### src/rtl/brg_pkg.sv
package brg_pkg;

    localparam int IDX_W   = 6;
    localparam int SCALE_W = IDX_W + 1;

    typedef enum logic [1:0] {
        VOTE_IDLE   = 2'd0,
        VOTE_HAVE_A = 2'd1,
        VOTE_HAVE_B = 2'd2
    } vote_state_e;

    // Prescale chosen from the mode table.
    function automatic logic [SCALE_W-1:0] scale_for(input logic sync_m,
                                                     input logic wide_m,
                                                     input logic fast_m);
        logic [SCALE_W-1:0] s;
        if (sync_m) begin
            s = SCALE_W'(4);
        end else begin
            unique case ({wide_m, fast_m})
                2'b00:   s = SCALE_W'(64);
                2'b11:   s = SCALE_W'(4);
                default: s = SCALE_W'(16);
            endcase
        end
        return s;
    endfunction

endpackage

### src/rtl/brg_reload_counter.sv
module brg_reload_counter #(
    parameter int CNT_W = 16
) (
    input  logic             clk,
    input  logic             rst_n,
    input  logic             restart,
    input  logic [CNT_W-1:0] reload,
    output logic             tick
);

    logic [CNT_W-1:0] cnt_q;

    always_ff @(posedge clk or negedge rst_n) begin
        if (!rst_n) begin
            cnt_q <= '0;
        end else if (restart) begin
            cnt_q <= '0;
        end else if (cnt_q == '0) begin
            cnt_q <= reload;
        end else begin
            cnt_q <= cnt_q - 1'b1;
        end
    end

    assign tick = rst_n && (cnt_q == '0);

    // a divisor write yields a tick in the very next cycle
    a_r5_restart_tick: assert property (@(posedge clk) disable iff (!rst_n)
        restart |=> tick);

    // after a tick the counter holds the divisor value
    a_r2_reload_value: assert property (@(posedge clk) disable iff (!rst_n)
        (tick && !restart) |=> (cnt_q == $past(reload)));

endmodule

### src/rtl/brg_prescale.sv
module brg_prescale
    import brg_pkg::*;
(
    input  logic               clk,
    input  logic               rst_n,
    input  logic               restart,
    input  logic               sub_tick,
    input  logic [SCALE_W-1:0] div_by,
    output logic [IDX_W-1:0]   idx,
    output logic               bit_tick
);

    logic [IDX_W-1:0]   idx_q;
    logic [SCALE_W-1:0] last_idx;
    logic               at_last;

    assign last_idx = div_by - SCALE_W'(1);
    assign at_last  = SCALE_W'(idx_q) >= last_idx;

    always_ff @(posedge clk or negedge rst_n) begin
        if (!rst_n) begin
            idx_q <= '0;
        end else if (restart) begin
            idx_q <= '0;
        end else if (sub_tick) begin
            idx_q <= at_last ? '0 : idx_q + 1'b1;
        end
    end

    assign idx      = idx_q;
    assign bit_tick = sub_tick && at_last;

    // a bit tick only occurs together with a sub tick
    a_r3_bit_on_sub: assert property (@(posedge clk) disable iff (!rst_n)
        bit_tick |-> sub_tick);

    // the bit index starts over after each bit tick
    a_r3_index_wrap: assert property (@(posedge clk) disable iff (!rst_n)
        (bit_tick && !restart) |=> (idx_q == '0));

endmodule

### src/rtl/brg_rx_vote.sv
module brg_rx_vote
    import brg_pkg::*;
(
    input  logic               clk,
    input  logic               rst_n,
    input  logic               restart,
    input  logic               sub_tick,
    input  logic [IDX_W-1:0]   idx,
    input  logic [SCALE_W-1:0] div_by,
    input  logic               rx_in,
    output logic               rx_bit
);

    vote_state_e        st_q, st_d;
    logic [SCALE_W-1:0] first_idx;
    logic               samp_a_q, samp_b_q, rx_bit_q;
    logic               vote;

    assign first_idx = (div_by >> 1) - SCALE_W'(1);
    assign vote      = (samp_a_q & samp_b_q) | (samp_a_q & rx_in) | (samp_b_q & rx_in);

    // State register
    always_ff @(posedge clk or negedge rst_n) begin
        if (!rst_n) begin
            st_q <= VOTE_IDLE;
        end else begin
            st_q <= st_d;
        end
    end

    // Next state
    always_comb begin
        st_d = st_q;
        if (restart) begin
            st_d = VOTE_IDLE;
        end else if (sub_tick) begin
            unique case (st_q)
                VOTE_IDLE:   if (SCALE_W'(idx) == first_idx) st_d = VOTE_HAVE_A;
                VOTE_HAVE_A: st_d = VOTE_HAVE_B;
                VOTE_HAVE_B: st_d = VOTE_IDLE;
                default:     st_d = VOTE_IDLE;
            endcase
        end
    end

    // Sample and output registers
    always_ff @(posedge clk or negedge rst_n) begin
        if (!rst_n) begin
            samp_a_q <= 1'b1;
            samp_b_q <= 1'b1;
            rx_bit_q <= 1'b1;
        end else if (!restart && sub_tick) begin
            unique case (st_q)
                VOTE_IDLE:   if (st_d == VOTE_HAVE_A) samp_a_q <= rx_in;
                VOTE_HAVE_A: samp_b_q <= rx_in;
                VOTE_HAVE_B: rx_bit_q <= vote;
                default:     ;
            endcase
        end
    end

    assign rx_bit = rx_bit_q;

    // the voted bit changes only after the third sample
    a_r8_hold: assert property (@(posedge clk) disable iff (!rst_n)
        !(st_q == VOTE_HAVE_B && sub_tick && !restart) |=> $stable(rx_bit));

endmodule

### src/rtl/baud_tick_gen.sv
module baud_tick_gen
    import brg_pkg::*;
#(
    parameter int BYTE_W = 8
) (
    input  logic              clk,
    input  logic              rst_n,
    input  logic [BYTE_W-1:0] div_lo_data,
    input  logic              div_lo_we,
    input  logic [BYTE_W-1:0] div_hi_data,
    input  logic              div_hi_we,
    input  logic              sel_sync,
    input  logic              sel_wide,
    input  logic              sel_fast,
    input  logic              rx_in,
    output logic              sub_tick,
    output logic              bit_tick,
    output logic              rx_bit
);

    localparam int CNT_W = 2 * BYTE_W;

    logic [BYTE_W-1:0]  lo_q, hi_q;
    logic [CNT_W-1:0]   reload;
    logic               restart;
    logic [SCALE_W-1:0] div_by;
    logic [IDX_W-1:0]   idx;

    always_ff @(posedge clk or negedge rst_n) begin
        if (!rst_n) begin
            lo_q <= '0;
            hi_q <= '0;
        end else begin
            if (div_lo_we) lo_q <= div_lo_data;
            if (div_hi_we) hi_q <= div_hi_data;
        end
    end

    assign restart = div_lo_we | div_hi_we;
    assign reload  = sel_wide ? {hi_q, lo_q} : {{BYTE_W{1'b0}}, lo_q};
    assign div_by  = scale_for(sel_sync, sel_wide, sel_fast);

    brg_reload_counter #(.CNT_W(CNT_W)) u_cnt (
        .clk     (clk),
        .rst_n   (rst_n),
        .restart (restart),
        .reload  (reload),
        .tick    (sub_tick)
    );

    brg_prescale u_pre (
        .clk      (clk),
        .rst_n    (rst_n),
        .restart  (restart),
        .sub_tick (sub_tick),
        .div_by   (div_by),
        .idx      (idx),
        .bit_tick (bit_tick)
    );

    brg_rx_vote u_vote (
        .clk      (clk),
        .rst_n    (rst_n),
        .restart  (restart),
        .sub_tick (sub_tick),
        .idx      (idx),
        .div_by   (div_by),
        .rx_in    (rx_in),
        .rx_bit   (rx_bit)
    );

    // no ticks are produced while reset is held
    a_r1_quiet_reset: assert property (@(posedge clk)
        !rst_n |-> (!sub_tick && !bit_tick));

endmodule

### config.mk
export PLATFORM = sky130hd
export DESIGN_NAME = baud_tick_gen
export DESIGN_NICKNAME = d
export VERILOG_FILES = /design/src/rtl/brg_pkg.sv /design/src/rtl/brg_reload_counter.sv /design/src/rtl/brg_prescale.sv /design/src/rtl/brg_rx_vote.sv /design/src/rtl/baud_tick_gen.sv
export SDC_FILE = /design/constraint.sdc
export NUM_CORES = 1
export LEC_CHECK = 0
export ABC_AREA = 1
export BUFFER_PORTS_ARGS = -buffer_cell sky130_fd_sc_hd__clkbuf_2
export CORE_AREA = 10 10 81 83
export DETAILED_ROUTE_END_ITERATION = 10
export DIE_AREA = 0 0 91 93
export GPL_TIMING_DRIVEN = 1
export PLACE_DENSITY_LB_ADDON = 0.25
export SLEW_MARGIN = 20
export SYNTH_ARGS = -nofsm -noshare
export SYNTH_HDL_FRONTEND = slang
export SYNTH_SLANG_ARGS = --single-unit
### constraint.sdc
create_clock -name clk -period 1.75 [get_ports clk]
set_input_delay 0 -clock clk [delete_from_list [all_inputs] [get_ports clk]]
set_output_delay 0 -clock clk [all_outputs]
set_load 0.05 [all_outputs]
==> results.md <==
- Run status: finished, violations left
- Failing checks: negative setup slack
- Crit path max fanout: 4
- Routed length per instance: 13.0 um
- Die Footprint: 8460 um^2
- Seq/Total Area, Yosys: 0.427
- Router iterations before antenna repair: 5
- Worst setup margin: -7.28 ps
- Layout cells sized above 1: 0.266
- Nets@finish: 427
- Max Freq: 0.569 GHz
- Slew Viols, Final: 0
- Netlist Area Pre-Place: 2530 um^2
- Num CTS Buffers: 5
- Drc violations: 0
- CTS tree: done
- Multiplexer share of the synthesized area: 0.0312
- Wl on met1: 2.90 mm
- Max-cap violation count: 0
- Period minus WS final: 1760 ps
- ANT cells: 0
- Via density: 4.95
- RR Startpoint: u_cnt.cnt_q[0]$_DFF_PN0_
- Min-Delay Startpoint: div_hi_we
- Reg2reg path depth: 9
- Final WL: 6.06 mm
- HPWL Detailed: 4.19 mm
- Antenna violations before repair: 0
- Root Buffer: clkbuf_8
- Pwr Density: 1370 nW/um^2
- Yosys cell types: 27
- First-pass GRT wire length: 10.1 mm
- Starting Density: 0.505
- Final period utilization: 1.00
- Total congestion overflow: 0
- Met2 wire len: 2.86 mm
- Crit Reg-Reg Endpoint: u_vote.rx_bit$_DFFE_PN1P_
- Antenna-violating nets left: 0
- Synth Area in Compound Gates: 0.0955
- Die outline height: 93 um
- Hold Path Sink: hi_q[3]$_DFFE_PN0P_
- Fin. Hold Viols: 0
- Most common cell after layout, fill and taps aside: nand2_1
- VDD IR max: 0.000744 V
- Unrepaired setup endpoints after global routing: true
- Worst slew pin tran: 464 ps
- Metal3 WL: 219 um
- Final core occ: 0.654
- DR top layer: met4
- Htree depth: 2
- Largest net degree at the start of global routing: 38
- Syn Inst Count: 323
- Yosys warns: 0
- Core ar.: 5010 um^2
- Clk sinks: 43
- Clock Latency Late Sink: 290 ps
- Via Count: 2300
- Post-synth net total: 356
- Tightest Hold Check Type: input port to flip-flop
- Setup crit start kind: flip-flop
- Routability cong.: 0.886
- Post-Synth XOR/XNOR Area: 0.0450
- CP Launch Point: u_cnt.cnt_q[0]$_DFF_PN0_
- Final setup fails: 1
- Clk buf depth: 2
- Initial DRC count: 142
- Power Total: 4.50 mW
- WHS Path Cells: 3
- Commonest non-fill, non-tap cells in the layout: 75 x nand2_1, 38 x inv_1, 37 x dfrtp_1
- Row cnt: 26
- Syn Area/Cell: 7.83 um^2
- Flops & latches, synth: 43
- PortBufs: 26
- Critical path type: flip-flop to output port
- Min Hold Slack: 103 ps
- Gr usage total: 0.142
- Lkg Pwr: 1.67 nW
- Slew margin rel.: 0.691
- Io pins: 27
- Req. time, crit path: 1750 ps
- Synth Area in Adders: 0.0445
- Main combinational cell family by area after synthesis: simple AND/OR/NAND/NOR gates
- Clk_skew: 9.23 ps
- Crit end category: output port
- Vias in the first global route: 2241
- Area growth syn-to-layout: 29.6%
- Clock-pin slew on the worst setup and hold paths: 80 ps
- Die Span X: 91 um
- Simple-Gate Fraction of Synth Area: 0.280
- Critical path arrival: 1760 ps
- Flop-to-flop setup slack: 130 ps
kinds of logic after synthesis:
group | count (synthesis)
simple gates | 153
buf+inv | 50
compound gates | 48
flops | 43
xor+xnor | 13
fa+ha+maj | 9
mux | 7
through the flow:
| step | setup slack [ps] | cells | area [um^2] | setup TNS, ps |
|---|---|---|---|---|
| 2_1_floorplan | 1.81 | 323 | 2540 | 0 |
| 3_3_place_gp | -123 | 425 | 2810 | -516 |
| 3_5_place_dp | -209 | 425 | 2810 | -1140 |
| 4_1_cts | 3.95 | 455 | 3160 | 0 |
| 5_1_grt | -83.8 | 465 | 3280 | -134 |
| 6_report | -7.28 | 465 | 3280 | -7.28 |
worst max-delay path, stage by stage, from the launching register on:
cell	delay [ps]
dfrtp_1	390
inv_2	80
ha_4	160
nand2_4	60
nor2_4	90
nand4_1	190
nor2_4	180
o21ai_2	80
inv_2	70
buf_8	140
where the power goes:
group	leakage, nW	total [mW]	switching [mW]	internal (mW)
Clock	0.0477	0.613	0.339	0.273
Combinational	1.07	2.56	1.52	1.04
Sequential	0.546	1.33	0.165	1.17
Yosys cell counts:
master | count | area (um^2)
nand2_2 | 3 | 18.8
o21ai_1 | 2 | 10.0
xor2_1 | 11 | 96.3
nor3_2 | 1 | 10.0
inv_1 | 41 | 154
mux2_2 | 7 | 78.8
nor3_1 | 2 | 10.0
buf_2 | 1 | 5.00
ha_1 | 9 | 113
nor2_1 | 35 | 131
nand3b_1 | 3 | 22.5
a21oi_1 | 18 | 90.1
nor2_2 | 3 | 18.8
o21ai_0 | 27 | 135
a31oi_1 | 1 | 6.26
dfstp_2 | 3 | 78.8
dfrtp_1 | 40 | 1000
inv_6 | 1 | 8.76
nor2_4 | 5 | 56.3
or2_2 | 1 | 6.26
nand3_4 | 2 | 35.0
clkbuf_1 | 3 | 11.3
xnor2_1 | 2 | 17.5
nand2_1 | 76 | 285
nand4_1 | 3 | 18.8
inv_2 | 4 | 15.0
nand3_1 | 19 | 95.1
final cells by class:
cell class | count | area [um^2]
fill | 429 | 1730
multi-input combinational | 230 | 1340
sequential | 43 | 1080
timing repair buffer | 68 | 503
inverter | 46 | 178
tap | 70 | 87.6
clock buffer | 5 | 68.8
clock inverter | 3 | 15.0
state kept, by name, indices dropped and copies added, names as in the netlist:
name	count
u_pre.idx	6
u_vote.rx_bit	1
lo_q	8
u_cnt.cnt_q	16
u_vote.samp_a_q	1
u_vote.samp_b_q	1
u_vote.st_q	2
hi_q	8
layer usage:
layer,global-route usage,up-vias
met5,0,-
met4,0.0405,0
met3,0.0344,8
met2,0.237,43
met1,0.179,1075
li1,-,1174
how the worst max path moves through the flow:
stage | end | slack (ps) | depth (start not counted)
floorplan | bit_tick | 2 | 8
global placement | bit_tick | -120 | 12
detailed placement | bit_tick | -210 | 12
CTS | bit_tick | 4 | 8
global route | bit_tick | -80 | 8
finish | bit_tick | -7 | 9
repair_timing:
action                                  CTS  global route
hold buffers                             18             0
hold endpoints to repair                 23             0
setup buffers                             4            10
resized for setup                        11            11
endpoints found under the setup margin    2             4
pin swaps                                 5            10
Note: power is estimated with default switching activity, not from simulation.
